### config.mk
export PLATFORM = sky130hd
export DESIGN_NAME = frm_renamer
export DESIGN_NICKNAME = d
export VERILOG_FILES = /design/src/rtl/frm_pkg.sv /design/src/rtl/frm_marker.sv /design/src/rtl/frm_usage.sv /design/src/rtl/frm_xlate.sv /design/src/rtl/frm_renamer.sv
export SDC_FILE = /design/constraint.sdc
export NUM_CORES = 1
export LEC_CHECK = 0
export BUFFER_PORTS_ARGS = -buffer_cell sky130_fd_sc_hd__buf_2
export CORE_ASPECT_RATIO = 0.6
export CORE_MARGIN = 1
export CORE_UTILIZATION = 60
export DETAILED_ROUTE_END_ITERATION = 16
export PLACE_DENSITY_LB_ADDON = 0.12
export SYNTH_ARGS = -nofsm -noshare
export SYNTH_HDL_FRONTEND = slang
export SYNTH_SLANG_ARGS = --single-unit
### constraint.sdc
create_clock -name clk -period 5.9 [get_ports clk]
set_clock_uncertainty 0.15 [all_clocks]
set_input_delay 0.59 -clock clk [delete_from_list [all_inputs] [get_ports clk]]
set_output_delay 0.59 -clock clk [all_outputs]
set_load 0.005 [all_outputs]
### src/rtl/frm_pkg.sv
package frm_pkg;
   localparam int MARK_W = 8;

   typedef struct packed {
      logic [MARK_W-1:0] sof;
      logic [MARK_W-1:0] sol;
   } frame_mark_t;

   typedef enum logic [1:0] {
      CMD_NONE,
      CMD_CALL,
      CMD_ALLOC,
      CMD_RET
   } frame_cmd_e;
endpackage

### src/rtl/frm_marker.sv
module frm_marker
   import frm_pkg::*;
#(
   parameter int POOL  = 96,
   parameter int TOT_W = 9
) (
   input  logic              clk,
   input  logic              rst_n,
   input  frame_cmd_e        cmd,
   input  logic              alloc_ok,
   input  logic [TOT_W-1:0]  tot,
   input  logic [TOT_W-1:0]  inloc,
   output frame_mark_t       cur_o,
   output frame_mark_t       sav_o,
   output logic [MARK_W-1:0] base_o
);
   localparam logic [MARK_W:0] POOL_E = (MARK_W+1)'(POOL);

   frame_mark_t       cur_q, sav_q;
   logic [MARK_W-1:0] base_q;
   logic [MARK_W:0]   up_sum, dn_sum;
   logic [MARK_W-1:0] base_up, base_dn;

   always_comb begin
      up_sum  = {1'b0, base_q} + {1'b0, cur_q.sol};
      dn_sum  = {1'b0, base_q} + POOL_E - {1'b0, sav_q.sol};
      base_up = (up_sum >= POOL_E) ? MARK_W'(up_sum - POOL_E) : up_sum[MARK_W-1:0];
      base_dn = (dn_sum >= POOL_E) ? MARK_W'(dn_sum - POOL_E) : dn_sum[MARK_W-1:0];
   end

   always_ff @(posedge clk or negedge rst_n) begin
      if (!rst_n) begin
         cur_q  <= '0;
         sav_q  <= '0;
         base_q <= '0;
      end else begin
         unique case (cmd)
            CMD_CALL: begin
               sav_q     <= cur_q;
               cur_q.sof <= cur_q.sof - cur_q.sol;
               cur_q.sol <= '0;
               base_q    <= base_up;
            end
            CMD_ALLOC: begin
               if (alloc_ok) begin
                  cur_q.sof <= MARK_W'(tot);
                  cur_q.sol <= MARK_W'(inloc);
               end
            end
            CMD_RET: begin
               cur_q  <= sav_q;
               base_q <= base_dn;
            end
            default: ;
         endcase
      end
   end

   assign cur_o  = cur_q;
   assign sav_o  = sav_q;
   assign base_o = base_q;
endmodule

### src/rtl/frm_usage.sv
module frm_usage
   import frm_pkg::*;
#(
   parameter int POOL  = 96,
   parameter int TOT_W = 9,
   parameter int USE_W = 12
) (
   input  logic             clk,
   input  logic             rst_n,
   input  frame_cmd_e       cmd,
   input  logic             alloc_ok,
   input  logic [TOT_W-1:0] tot,
   input  frame_mark_t      cur,
   input  frame_mark_t      sav,
   output logic             ovf_req_o
);
   localparam int EXT = USE_W + 2;
   typedef logic signed [EXT-1:0] sw_t;

   logic [USE_W-1:0] used_q;
   sw_t              calc;
   logic             upd;

   always_comb begin
      calc = sw_t'(used_q);
      upd  = 1'b0;
      if (cmd == CMD_ALLOC && alloc_ok) begin
         calc = sw_t'(used_q) + sw_t'(tot) - sw_t'(cur.sof);
         upd  = 1'b1;
      end else if (cmd == CMD_RET) begin
         calc = sw_t'(used_q) - sw_t'(cur.sof) - sw_t'(sav.sol) + sw_t'(sav.sof);
         upd  = 1'b1;
      end
      if (calc < 0) calc = '0;
   end

   always_ff @(posedge clk or negedge rst_n) begin
      if (!rst_n) begin
         used_q    <= '0;
         ovf_req_o <= 1'b0;
      end else begin
         if (upd) used_q <= USE_W'(calc);
         ovf_req_o <= (cmd == CMD_ALLOC) && alloc_ok && (calc > sw_t'(POOL));
      end
   end
endmodule

### src/rtl/frm_xlate.sv
module frm_xlate
   import frm_pkg::*;
#(
   parameter int NUM_STATIC = 32,
   parameter int POOL       = 96,
   parameter int VREG_W     = 7,
   parameter int PIDX_W     = 7
) (
   input  logic [VREG_W-1:0] vreg,
   input  logic [MARK_W-1:0] sof,
   input  logic [MARK_W-1:0] base,
   output logic [PIDX_W-1:0] pidx,
   output logic              illegal
);
   localparam logic [VREG_W-1:0] STAT_V = VREG_W'(NUM_STATIC);
   localparam logic [MARK_W:0]   POOL_E = (MARK_W+1)'(POOL);
   localparam bit                POW2   = (POOL & (POOL - 1)) == 0;

   logic [VREG_W-1:0] off;
   logic [MARK_W:0]   sum;
   logic [MARK_W-1:0] slot;

   assign off = vreg - STAT_V;
   assign sum = {1'b0, base} + (MARK_W+1)'(off);

   generate
      if (POW2) begin : g_mask
         assign slot = MARK_W'(sum & (POOL_E - 1'b1));
      end else begin : g_sub
         assign slot = (sum >= POOL_E) ? MARK_W'(sum - POOL_E) : sum[MARK_W-1:0];
      end
   endgenerate

   always_comb begin
      illegal = 1'b0;
      pidx    = '0;
      if (vreg < STAT_V) begin
         pidx = PIDX_W'(vreg);
      end else if ((MARK_W+1)'(off) >= {1'b0, sof}) begin
         illegal = 1'b1;
      end else begin
         pidx = PIDX_W'(NUM_STATIC) + PIDX_W'(slot);
      end
   end
endmodule

### src/rtl/frm_renamer.sv
module frm_renamer
   import frm_pkg::*;
#(
   parameter int NUM_VREG   = 128,
   parameter int NUM_STATIC = 32,
   parameter int POOL       = 96,
   parameter int CNT_W      = 7,
   parameter int USE_W      = 12,
   localparam int VREG_W    = $clog2(NUM_VREG),
   localparam int PIDX_W    = $clog2(NUM_STATIC + POOL)
) (
   input  logic              clk,
   input  logic              rst_n,
   input  logic              call_i,
   input  logic              alloc_i,
   input  logic              ret_i,
   input  logic [CNT_W-1:0]  in_cnt_i,
   input  logic [CNT_W-1:0]  loc_cnt_i,
   input  logic [CNT_W-1:0]  out_cnt_i,
   input  logic [VREG_W-1:0] lk_vreg_i,
   output logic [PIDX_W-1:0] lk_pidx_o,
   output logic              lk_illegal_o,
   output logic              ovf_req_o
);
   localparam int TOT_W = CNT_W + 2;

   generate
      if (NUM_STATIC + POOL != NUM_VREG) begin : g_bad_split
         $error("static count plus pool must equal the register space");
      end
      if (POOL >= (1 << MARK_W)) begin : g_bad_pool
         $error("pool does not fit the marker fields");
      end
      if ((1 << USE_W) <= 2 * POOL) begin : g_bad_use
         $error("usage counter too narrow");
      end
   endgenerate

   frame_cmd_e        cmd;
   logic [TOT_W-1:0]  alloc_total, alloc_inloc;
   logic              alloc_ok;
   frame_mark_t       cur_mark, sav_mark;
   logic [MARK_W-1:0] base;

   always_comb begin
      if (call_i)       cmd = CMD_CALL;
      else if (alloc_i) cmd = CMD_ALLOC;
      else if (ret_i)   cmd = CMD_RET;
      else              cmd = CMD_NONE;
   end

   assign alloc_inloc = TOT_W'(in_cnt_i) + TOT_W'(loc_cnt_i);
   assign alloc_total = alloc_inloc + TOT_W'(out_cnt_i);
   assign alloc_ok    = alloc_total <= TOT_W'(POOL);

   frm_marker #(.POOL(POOL), .TOT_W(TOT_W)) u_marker (
      .clk      (clk),
      .rst_n    (rst_n),
      .cmd      (cmd),
      .alloc_ok (alloc_ok),
      .tot      (alloc_total),
      .inloc    (alloc_inloc),
      .cur_o    (cur_mark),
      .sav_o    (sav_mark),
      .base_o   (base)
   );

   frm_usage #(.POOL(POOL), .TOT_W(TOT_W), .USE_W(USE_W)) u_usage (
      .clk       (clk),
      .rst_n     (rst_n),
      .cmd       (cmd),
      .alloc_ok  (alloc_ok),
      .tot       (alloc_total),
      .cur       (cur_mark),
      .sav       (sav_mark),
      .ovf_req_o (ovf_req_o)
   );

   frm_xlate #(
      .NUM_STATIC (NUM_STATIC),
      .POOL       (POOL),
      .VREG_W     (VREG_W),
      .PIDX_W     (PIDX_W)
   ) u_xlate (
      .vreg    (lk_vreg_i),
      .sof     (cur_mark.sof),
      .base    (base),
      .pidx    (lk_pidx_o),
      .illegal (lk_illegal_o)
   );
endmodule

Yosys cells after proc, flatten, opt, wreduce, memory -nomap -nowiden

Index checks and enable logic that the tools add are counted.

Register bits after elaboration: 53
Input port bits: 33
Output and inout bits: 9
Logic and storage cells: 59

Add/subtract/negate cells: 17
$lt $le $gt $ge: 8
Eq/ne operators: 4
Multiplexer cells: 18
Reductions and logical operators: 5

Operators with widths:

| kind                | number |
|---|---|
| $pmux 16 s3         | 1 |
| $mux 14             | 3 |
| $sub 14x9->14       | 2 |
| $ge 9x7->1 const B  | 3 |
| $mux 7              | 3 |
| $add 8x7->9         | 2 |
| $mux 16             | 1 |
| $mux 8              | 2 |
| $pmux 8 s2          | 1 |
| $sub 8x7->8 const B | 2 |
| $add 14x9->14       | 1 |
| $gt 14x8->1 const B | 1 |
| $lt 14x1->1 const B | 1 |
| $add 12x9->13       | 1 |
| $sub 12x8->13       | 1 |
| $add 8x7->9 const B | 1 |
| $add 8x8->9         | 1 |
| $le 9x7->1 const B  | 1 |
| $sub 9x8->9         | 1 |
| $add 7x7->8         | 1 |
| $ge 7x8->1          | 1 |
| $sub 8x8->8         | 1 |
| $add 6x7->7 const A | 1 |
| $lt 7x6->1 const B  | 1 |
| 11 further kinds    | 18 |

Depth between registers and ports, before layout

Gate-level depths: netlist of the first run.

Depth in word-level cells: 10
Mapped depth: 26
Depth with buffers taken out: 26

By module

Synthesis of the first run repeated with hierarchy kept, for this count alone.

Cell total of the unflattened synthesis: 874
Area, all modules: 7194.4 µm²

Modules (own cells, without submodules):

| module      | times used | cells each | area an instance (µm²) | seq. area each (µm²) |
|---|---|---|---|---|
| frm_marker  | 1          | 337        | 2966.6                 | 1001.0 |
| frm_usage   | 1          | 353        | 2819.0                 | 325.3 |
| frm_xlate   | 1          | 109        | 828.3                  | 0.0 |
| frm_renamer | 1          | 75         | 580.6                  | 0.0 |

Worst setup path before layout of the first run

Ideal clock, no wire load.

Path type: in2reg
Start point: in in_cnt_i[0]
End point: reg u_usage.ovf_req_o
Setup time: 0.130 ns
Data arrival time: 5.424 ns
Required time: 5.620 ns
Path slack: 0.196 ns
Stages on the path: 24
Path buffers: 1
Path through: ha_1 -> fa_1 -> a21o_1 -> a21oi_1 -> xnor2_1 -> ha_1 -> clkbuf_1 -> or3b_2 -> o21ai_0 -> a311o_1 -> ha_1 -> o211ai_1 -> a21oi_1 -> nor2b_1 -> xnor2_1 -> ha_1 -> o21ai_0 -> a31oi_1 -> a211oi_1 -> mux2i_1 -> xor2_1 -> o32ai_1 -> nor4_1 -> o22ai_1

Cells in the longest elaborated chain, start to end: 9
Elaborated cells between the ends (all ways): 11
Those cells by class: add/sub (4); order compare (3); mux (2); reduce/logical (2)

Ends and longest elaborated chain:

| what                                               | RTL line                                          | text |
|---|---|---|
| start, declared                                    | frm_renamer.sv:17                                 | `input logic [CNT_W-1:0] in_cnt_i,` |
| $add 7x7->8 *                                      | frm_renamer.sv:52                                 | `assign alloc_inloc = TOT_W'(in_cnt_i) + TOT_W'(loc_cnt_i);` |
| $add 8x7->9 *                                      | frm_renamer.sv:53                                 | `assign alloc_total = alloc_inloc + TOT_W'(out_cnt_i);` |
| $add 12x9->13 or $le 9x7->1 (tied branches)        | frm_usage.sv:28, frm_renamer.sv:54                |  |
| $sub 14x9->14 or $logic_and 1x1->1 (tied branches) | frm_usage.sv:28, frm_usage.sv:27, frm_usage.sv:43 |  |
| $mux 14                                            | frm_usage.sv:27                                   | `if (cmd == CMD_ALLOC && alloc_ok) begin` |
| $lt 14x1->1                                        | frm_usage.sv:34                                   | `if (calc < 0) calc = '0;` |
| $mux 14                                            | frm_usage.sv:34                                   |  |
| $gt 14x8->1                                        | frm_usage.sv:43                                   | `ovf_req_o <= (cmd == CMD_ALLOC) && alloc_ok && (calc > sw_t'(POOL));` |
| $logic_and 1x1->1 *                                | frm_usage.sv:43                                   |  |
| end signal, assigned                               | frm_usage.sv:43                                   |  |
| end, declared                                      | frm_usage.sv:15                                   | `output logic ovf_req_o` |

Every way passes the cells marked *; elsewhere a longest branch is shown, timed or not.
A chain may end at the register's enable or synchronous reset.

Final worst setup path of the first run

Same ends and word-level chain as after synthesis.

==> results of run 1 <==
## stage by stage
stage / instances / hold WS, ps / area (um2) / TNS [ps] / setup WS, ps
detailed placement: 1055 / 393.4 / 7571 / -299.8 / -299.8
floorplan: 854 / 144.4 / 7068 / 0 / 196.0
global route: 1067 / 342.3 / 7820 / -17.83 / -17.83
global placement: 1055 / 373.4 / 7571 / 0 / 4.883
CTS: 1063 / 311.4 / 7707 / 0 / 13.59
finish: 1067 / 273.5 / 7820 / 0 / 252.1
## final timing paths
path                       slack (ps)                        endpoint  depth (start not counted)                      startpoint
min in group clk                  410  u_marker.cur_o[13]$_DFFE_PN0P_                          1  u_marker.cur_o[13]$_DFFE_PN0P_
min reg2reg                       410  u_marker.cur_o[13]$_DFFE_PN0P_                          1  u_marker.cur_o[13]$_DFFE_PN0P_
min                               270  u_usage.used_q[10]$_DFFE_PN0P_                          2                           rst_n
max                               250     u_usage.ovf_req_o$_DFF_PN0_                         23                     in_cnt_i[0]
max in group asynchronous        4860  u_marker.base_o[7]$_DFFE_PN0P_                          2                           rst_n
max reg2reg                       450     u_usage.ovf_req_o$_DFF_PN0_                         21   u_marker.cur_o[9]$_DFFE_PN0P_
## final cells by class
class,count,area share
timing repair buffer,69,0.05312
tap,160,0.02560
multi-input combinational,697,0.6958
clock buffer,8,0.01744
inverter,80,0.03840
sequential,53,0.1696
## sequential cells by signal (all words and copies together), names as in the netlist
signal	cells
u_marker.cur_o	16
u_marker.sav_o	16
u_marker.base_o	8
u_usage.ovf_req_o	1
u_usage.used_q	12
## repair_timing
action                     4_1_cts  5_1_grt
hold buffers                     0        0
resized for setup                1       22
pin swaps                        0        6
setup endpoints to repair        1        8
setup buffers                    0        4
## cell usage in the layout (no fill, tap or decap), drive strengths merged, types with 5 or more instances in the layout
| cell type | instances |
|---|---|
| a211oi | 23 |
| a21o | 20 |
| a21oi | 56 |
| a22oi | 16 |
| a31oi | 7 |
| and3 | 5 |
| buf | 69 |
| clkbuf | 8 |
| dfrtp | 53 |
| fa | 17 |
| ha | 105 |
| inv | 80 |
| mux2 | 11 |
| mux2i | 14 |
| nand2 | 51 |
| nand2b | 12 |
| nand3 | 11 |
| nor2 | 75 |
| nor2b | 14 |
| nor3 | 14 |
| nor4 | 6 |
| o2111ai | 8 |
| o211ai | 9 |
| o21a | 14 |
| o21ai | 62 |
| o21bai | 9 |
| o31ai | 6 |
| or3 | 6 |
| xnor2 | 44 |
| xor2 | 16 |
## layer usage
metal	up-vias	GRT usage	wire length (um)
met5	-	0	0
met4	0	0.04985	154
met3	18	0.1178	2789
met2	345	0.4786	8022
met1	3199	0.5280	9791
li1	3219	-	-
## kinds of logic (layout without fill, tap and decap cells)
family | count (synthesis) | in the layout | share of synthesized area
buffers and inverters | 104 | 157 | 0.05665
flip-flops | 53 | 53 | 0.1876
multiplexers | 25 | 25 | 0.03735
adder cells (fa/ha/maj) | 122 | 122 | 0.2340
XOR/XNOR | 60 | 60 | 0.07435
AO/OA/AOI/OAI | 273 | 273 | 0.2623
AND/OR/NAND/NOR | 217 | 217 | 0.1476
==> flow_metrics.py, run 1 <==
metrics = {
    "status": {
        "outcome": "finished, final reports clean",
    },
    "clocking": {
        "cts_tree": "yes",
        "htree_levels": 2,
        "clkTransAtPathRegs_ps": 70,
        "clock_sinks": 53,
        "cts_root_buf": "clkbuf_16",
        "clockBufferDepth": 2,
        "cts_made_buffers": 5,
        "clk_latency_ps": 290,
    },
    "global_routing": {
        "overflow": 0,
        "antenna_found_initial": 0,
        "grt_max_degree": 54,
        "grt_pass1_vias": 6350,
        "grt_usage": 0.3486,
        "grt_pass1_wl_um": 32890,
    },
    "floorplanning": {
        "die-area_mm2": 0.01223,
        "die_x_um": 142.1,
        "initial_utilization": 0.6215,
        "num_rows": 30,
        "core_mm2": 0.01137,
        "pin_count": 42,
        "fp.dieH_um": 86.07,
    },
    "logic_synthesis": {
        "synth_top_area_frac": 0.1876,
        "syn_area_per_cell_um2": 8.276,
        "yosys.area.top_type": "dfrtp_1",
        "yosysSeqAreaShare": 0.1876,
        "yosysWarnings": 0,
        "synth_edf_count": 0,
        "post-synth-top-count-cell": "ha_1",
        "synth_area_leaders": "dfrtp_1 19%, ha_1 19%, xnor2_1 5.5%",
        "syn_nets": 1009,
        "synthArstFlopShare": 1.000,
        "netlist_area_mm2": 0.007068,
        "netlist_instances": 854,
        "synth_common_cells": "105 x ha_1, 80 x inv_1, 75 x nor2_1",
        "synth_cell_types": 73,
        "ys.flop_type": "dfrtp_1",
        "synth_seq_cells": 53,
    },
    "final_layout": {
        "final_nets": 1061,
        "fin_util": 0.6876,
        "multi_input_area_mm2": 0.005441,
        "area_growth_pct": 10.64,
        "num_antenna_cells": 0,
        "drive_gt1_frac": 0.1312,
        "fill_cells": 930,
        "seq_area_mm2": 0.001326,
    },
    "setup_path": {
        "critPathBufInv": 1,
        "required_ps": 5920,
        "crit_path_cell_trace": "buf_2, ha_1, fa_2, ha_1, a211oi_4, nor2_1, xor2_1, ha_1, o21ai_0, nor2_1, o21a_1, nor2_1, xnor2_1, ha_1, o21ai_0, a21oi_1, o21ai_2, xnor2_1, or4_1, mux2i_1, nand4_1, a211oi_2, o22ai_1",
        "cp_slowest_cell": "fa_2",
        "cp_slowest_stage_delay_ps": 590,
        "crit_type": "input port to flop",
        "cp_common_cell": "ha_1",
        "crit_family": "adder cells",
        "arrival_ps": 5670,
        "start_kind": "input port",
        "setup.worst_path.end_class": "flop",
        "crit_fanout": 4,
    },
    "sta": {
        "setup_viol": 0,
        "slew_viol_final": 0,
        "hold_viol_final": 0,
        "slew-limit-headroom": 0.3929,
        "fmax_ghz": 0.1771,
        "fin_crit_ps": 5648,
        "fin_crit_sh": 0.9573,
        "worstMarginPinSlew_ps": 905.2,
    },
    "detailed_routing": {
        "routed_via_density": 6.355,
        "vias": 6781,
        "routed_wl_um": 20760,
        "drc": 0,
        "dr.pass1.iters": 5,
        "drtIter0Drc": 652,
        "ant_nets": 0,
        "routedWlPerCell_um": 19.45,
    },
    "placement": {
        "gp_congestion": 0.9493,
        "port_buffers": 41,
        "hpwl_um": 16810,
    },
    "job": {
        "drv_cap": 0,
    },
    "worst_hold_path": {
        "hold_path_class": "input port to async pin",
    },
}
Power of run 1 is not shown: default switching activity piles up to over one toggle a cycle in this logic, so the estimate is an artifact.
==> inputs of run 2 (changes only) <==
CORE_MARGIN = 4   (was 1)
==> run 2 against run 1 <==
Routed wire length rose by 4.3%. Cell count rose by 0.37%. Register-to-register slack worse by 150 ps. Setup slack worse by 29 ps. Largest cell class unchanged. Critical path depth grew 1.
==> flow_metrics.py, run 2 (same netlist as run 1, synthesis figures left out) <==
metrics = {
    "status": {
        "outcome": "finished, final reports clean",
    },
    "setup_path": {
        "start_kind": "input port",
        "required_ps": 5930,
        "setup.worst_path.end_class": "flop",
        "arrival_ps": 5700,
        "reg2reg_from": "u_marker.cur_o[9]$_DFFE_PN0P_",
        "startpoint": "in_cnt_i[0]",
        "crit_fanout": 4,
        "crit_type": "input port to flop",
        "cp_common_cell": "ha_1",
        "cp_slowest_cell": "or4_1",
        "cp_slowest_stage_delay_ps": 530,
        "crit_path_cell_trace": "buf_2, ha_1, fa_1, a21o_1, a21oi_2, o21bai_1, a21oi_1, xnor2_1, ha_1, or4_1, o211a_2, ha_1, a21oi_2, xnor2_1, ha_1, o21ai_2, a21oi_1, o21a_1, a211oi_4, nor3b_1, o31ai_2, o211ai_1, nor4_1, o22ai_1",
    },
    "sta": {
        "slew_viol_final": 0,
        "hold_viol_final": 0,
        "worstMarginPinSlew_ps": 967.4,
        "setup_viol": 0,
        "fin_crit_ps": 5677,
        "fmax_ghz": 0.1762,
        "slew-limit-headroom": 0.3512,
        "fin_ws_ps": 223.4,
        "fin_crit_sh": 0.9621,
    },
    "clocking": {
        "cts_made_buffers": 5,
        "htree_levels": 2,
        "cts_tree": "yes",
        "cts_root_buf": "clkbuf_16",
        "clk_latency_ps": 300,
        "clkTransAtPathRegs_ps": 70,
        "clock_sinks": 53,
        "clockBufferDepth": 2,
    },
    "detailed_routing": {
        "vias": 6795,
        "routed_via_density": 6.345,
        "routed_wl_um": 21650,
        "drc": 0,
        "routedWlPerCell_um": 20.21,
        "drtIter0Drc": 642,
        "ant_nets": 0,
        "dr.pass1.iters": 5,
    },
    "final_layout": {
        "final_nets": 1065,
        "instances_no_fill": 1071,
        "final_common_cell": "ha_1",
        "drive_gt1_frac": 0.1394,
        "num_antenna_cells": 0,
        "layout_common_cells": "103 x ha_1, 80 x inv_1, 73 x nor2_1",
        "area_growth_pct": 12.06,
    },
    "global_routing": {
        "grt_pass1_vias": 6432,
        "overflow": 0,
        "grt_usage": 0.3148,
        "grt_pass1_wl_um": 34260,
        "grt_max_degree": 54,
        "antenna_found_initial": 0,
    },
    "floorplanning": {
        "fp.dieH_um": 92.07,
        "die_x_um": 148.1,
        "core_mm2": 0.01141,
        "num_rows": 30,
        "pin_count": 42,
        "initial_utilization": 0.6194,
        "die-area_mm2": 0.01364,
    },
    "job": {
        "drv_cap": 0,
    },
    "placement": {
        "hpwl_um": 17180,
        "gp_congestion": 0.9774,
        "dpl_worst_slack_ps": -330.3,
        "port_buffers": 41,
        "place_inst": 1059,
    },
    "worst_hold_path": {
        "hold_path_class": "input port to async pin",
    },
}
run 2: changes by cell type in the layout (fill, tap and decap cells not counted), sizes merged:
cell and delta:
inv +1, clkbuf -3, buf +4, clkinv +1, bufinv +1
run 2: per-stage QoR:
stage	instance area [um2]	utilization	TNS, ps	hold slack, ps
global placement	7601	0.6661	-103.1	377.9
global route	7920	0.6941	-77.85	327.7
finish	7920	0.6941	0	264.7
CTS	7781	0.6819	0	302.5
floorplan	7068	-	0	144.4
detailed placement	7601	0.6661	-330.3	387.3
run 2: per-layer routing:
metal,track usage,vias to the layer above,routed length (um)
li1,-,3220,-
met1,0.4862,3226,10340
met2,0.4273,306,8307
met3,0.09432,43,2617
met4,0.06380,0,379
met5,0,-,0
run 2: area by class of cell:
cell class | count | area (um2)
multi-input cells | 697 | 5473
fillers | 956 | 3491
flip-flops and latches | 53 | 1326
repair buffers | 73 | 445.4
inverters | 80 | 300.3
well taps | 160 | 200.2
clock buffers | 5 | 125.1
clock inverters | 3 | 50.05
run 2: repair_timing:
item | CTS | global route
buffers inserted | 0 | 4
endpoints found under the setup margin | 1 | 7
resized for setup | 1 | 23
hold buffers | 0 | 0
pin swaps | 0 | 15
run 2: path summary, 6_finish.rpt:
path | end | slack [ps] | cells past startpoint
max in group asynchronous | u_usage.used_q[11]$_DFFE_PN0P_ | 4860 | 2
hold / removal | u_usage.used_q[2]$_DFFE_PN0P_ | 260 | 2
min in group clk | u_marker.cur_o[12]$_DFFE_PN0P_ | 400 | 1
hold reg to reg | u_marker.cur_o[12]$_DFFE_PN0P_ | 400 | 1
setup / recovery | u_usage.ovf_req_o$_DFF_PN0_ | 220 | 24
setup reg to reg | u_usage.ovf_req_o$_DFF_PN0_ | 300 | 21
run 2: critical path: cells and delay by family:
| family | cells | cell delay (ps) |
|---|---|---|
| adder cells (fa/ha/maj) | 5 | 1630 |
| AO/OA/AOI/OAI | 13 | 2050 |
| XOR/XNOR | 2 | 300 |
| buffers and inverters | 1 | 100 |
| AND/OR/NAND/NOR | 3 | 1040 |
Power of run 2 is left out for the same reason.
==> inputs of run 3 (changes only) <==
CORE_UTILIZATION = 43   (was 60)
==> run 3 against run 2 <==
Die area grew 37%. Core utilization shrank 19 points. Critical endpoint unchanged. Largest cell class unchanged. Register-to-register slack improved by 250 ps. Count of clock-buffer cells in the layout did not move. Routed wire length decreased by 0.24%. Cell count rose by 4.9%.
==> flow_metrics.py, run 3 (same netlist as run 1, synthesis figures left out) <==
metrics = {
    "status": {
        "outcome": "finished, final reports clean",
    },
    "final_layout": {
        "area_growth_pct": 12.83,
        "fill_cells": 1510,
        "final_area_mm2": 0.007975,
        "num_antenna_cells": 0,
        "final_nets": 1075,
        "multi_input_area_mm2": 0.005418,
        "layout_common_cells": "104 x ha_1, 79 x inv_1, 73 x nor2_1",
        "final_common_cell": "ha_1",
        "drive_gt1_frac": 0.1444,
        "seq_area_mm2": 0.001328,
    },
    "setup_path": {
        "arrival_ps": 5720,
        "setup.worst_path.end_class": "flop",
        "worstRegToRegCells": 21,
        "required_ps": 5930,
        "crit_fanout": 3,
        "crit_type": "input port to flop",
        "start_kind": "input port",
    },
    "clocking": {
        "clockBufferDepth": 2,
        "htree_levels": 2,
        "clock_sinks": 53,
        "clkTransAtPathRegs_ps": 70,
        "cts_made_buffers": 5,
        "cts_hold_buf": 0,
        "cts_root_buf": "clkbuf_16",
        "clk_latency_ps": 300,
        "cts_tree": "yes",
    },
    "floorplanning": {
        "num_rows": 35,
        "core_mm2": 0.01572,
        "pin_count": 42,
        "die-area_mm2": 0.01862,
        "die_x_um": 173.5,
        "fp.dieH_um": 107.3,
        "initial_utilization": 0.4496,
    },
    "placement": {
        "gp_congestion": 0.9205,
        "port_buffers": 41,
        "place_area_mm2": 0.007715,
        "hpwl_um": 17630,
        "dpl_worst_slack_ps": -145.0,
    },
    "detailed_routing": {
        "routed_wl_um": 21590,
        "ant_nets": 0,
        "routed_via_density": 5.867,
        "dr.pass1.iters": 5,
        "drc": 0,
        "vias": 6595,
        "routedWlPerCell_um": 19.21,
        "drtIter0Drc": 729,
    },
    "global_routing": {
        "use_met1": 0.3755,
        "met2_usage": 0.2981,
        "grt_pass1_wl_um": 34470,
        "antenna_found_initial": 0,
        "grt.busiest_layer": "met1",
        "grt_max_degree": 54,
        "overflow": 0,
        "grt_usage": 0.2326,
        "use_met3": 0.07301,
        "grt_pass1_vias": 6340,
    },
    "sta": {
        "fin_ws_ps": 208.3,
        "fmax_ghz": 0.1757,
        "slew_viol_final": 0,
        "worstMarginPinSlew_ps": 944.7,
        "rsz0062_at_grt": "no",
        "setup_viol": 0,
        "slew-limit-headroom": 0.3664,
        "fin_tns_setup_ps": 0,
        "fin_crit_ps": 5692,
        "fin_crit_sh": 0.9647,
        "hold_viol_final": 0,
    },
    "worst_hold_path": {
        "hold_path_class": "input port to async pin",
    },
    "job": {
        "drv_cap": 0,
    },
}
[run 3: worst max-delay path, stage by stage]
cell and delay, ps:
buf_2 100, ha_1 230, fa_1 410, a21o_1 190, a21oi_2 170, xnor2_1 190
ha_1 300, or3b_2 460, o21ai_0 100, a311o_1 210, ha_1 300, a21oi_2 170
nor2b_1 170, xnor2_1 100, ha_2 370, nor2_1 50, a21oi_1 100, o21ai_0 110
xnor2_1 170, or4_1 550, mux2i_1 170, nand4_1 140, a211oi_2 240, o22ai_1 100
[run 3: area by class of cell]
class / count / share of cell area
Timing Repair Buffer: 83 / 0.06527
Tap cell: 203 / 0.03185
Multi-Input combinational cell: 697 / 0.6793
Sequential cell: 53 / 0.1665
Clock buffer: 5 / 0.01569
Clock inverter: 3 / 0.003295
Inverter: 80 / 0.03812
[run 3: layer usage]
metal	wire, um	vias up
met3	2337	20
met1	11420	3114
met2	7642	220
li1	-	3241
met5	0	-
met4	188	0
[run 3: stage by stage]
step	utilization	std cells	hold slack (ps)
2_1_floorplan	-	854	144.4
3_3_place_gp	0.4907	1110	376.6
3_5_place_dp	0.4907	1110	388.2
4_1_cts	0.5004	1118	295.2
5_1_grt	0.5073	1124	344.1
6_report	0.5073	1124	263.5
[run 3: path summary, 6_finish.rpt]
kind,from,endpoint,slack [ps]
max,in_cnt_i[0],u_usage.ovf_req_o$_DFF_PN0_,210
min,rst_n,u_usage.used_q[10]$_DFFE_PN0P_,260
max reg2reg,u_marker.cur_o[9]$_DFFE_PN0P_,u_usage.ovf_req_o$_DFF_PN0_,550
min reg2reg,u_marker.cur_o[11]$_DFFE_PN0P_,u_marker.cur_o[11]$_DFFE_PN0P_,410
max in group asynchronous,rst_n,u_marker.cur_o[9]$_DFFE_PN0P_,4830
min in group clk,u_marker.cur_o[11]$_DFFE_PN0P_,u_marker.cur_o[11]$_DFFE_PN0P_,410
[run 3: timing repair]
item                       in CTS  in global routing
setup buffers                   0                  6
resized for setup               0                 18
setup endpoints to repair       0                  1
Power of run 3 is left out for the same reason.
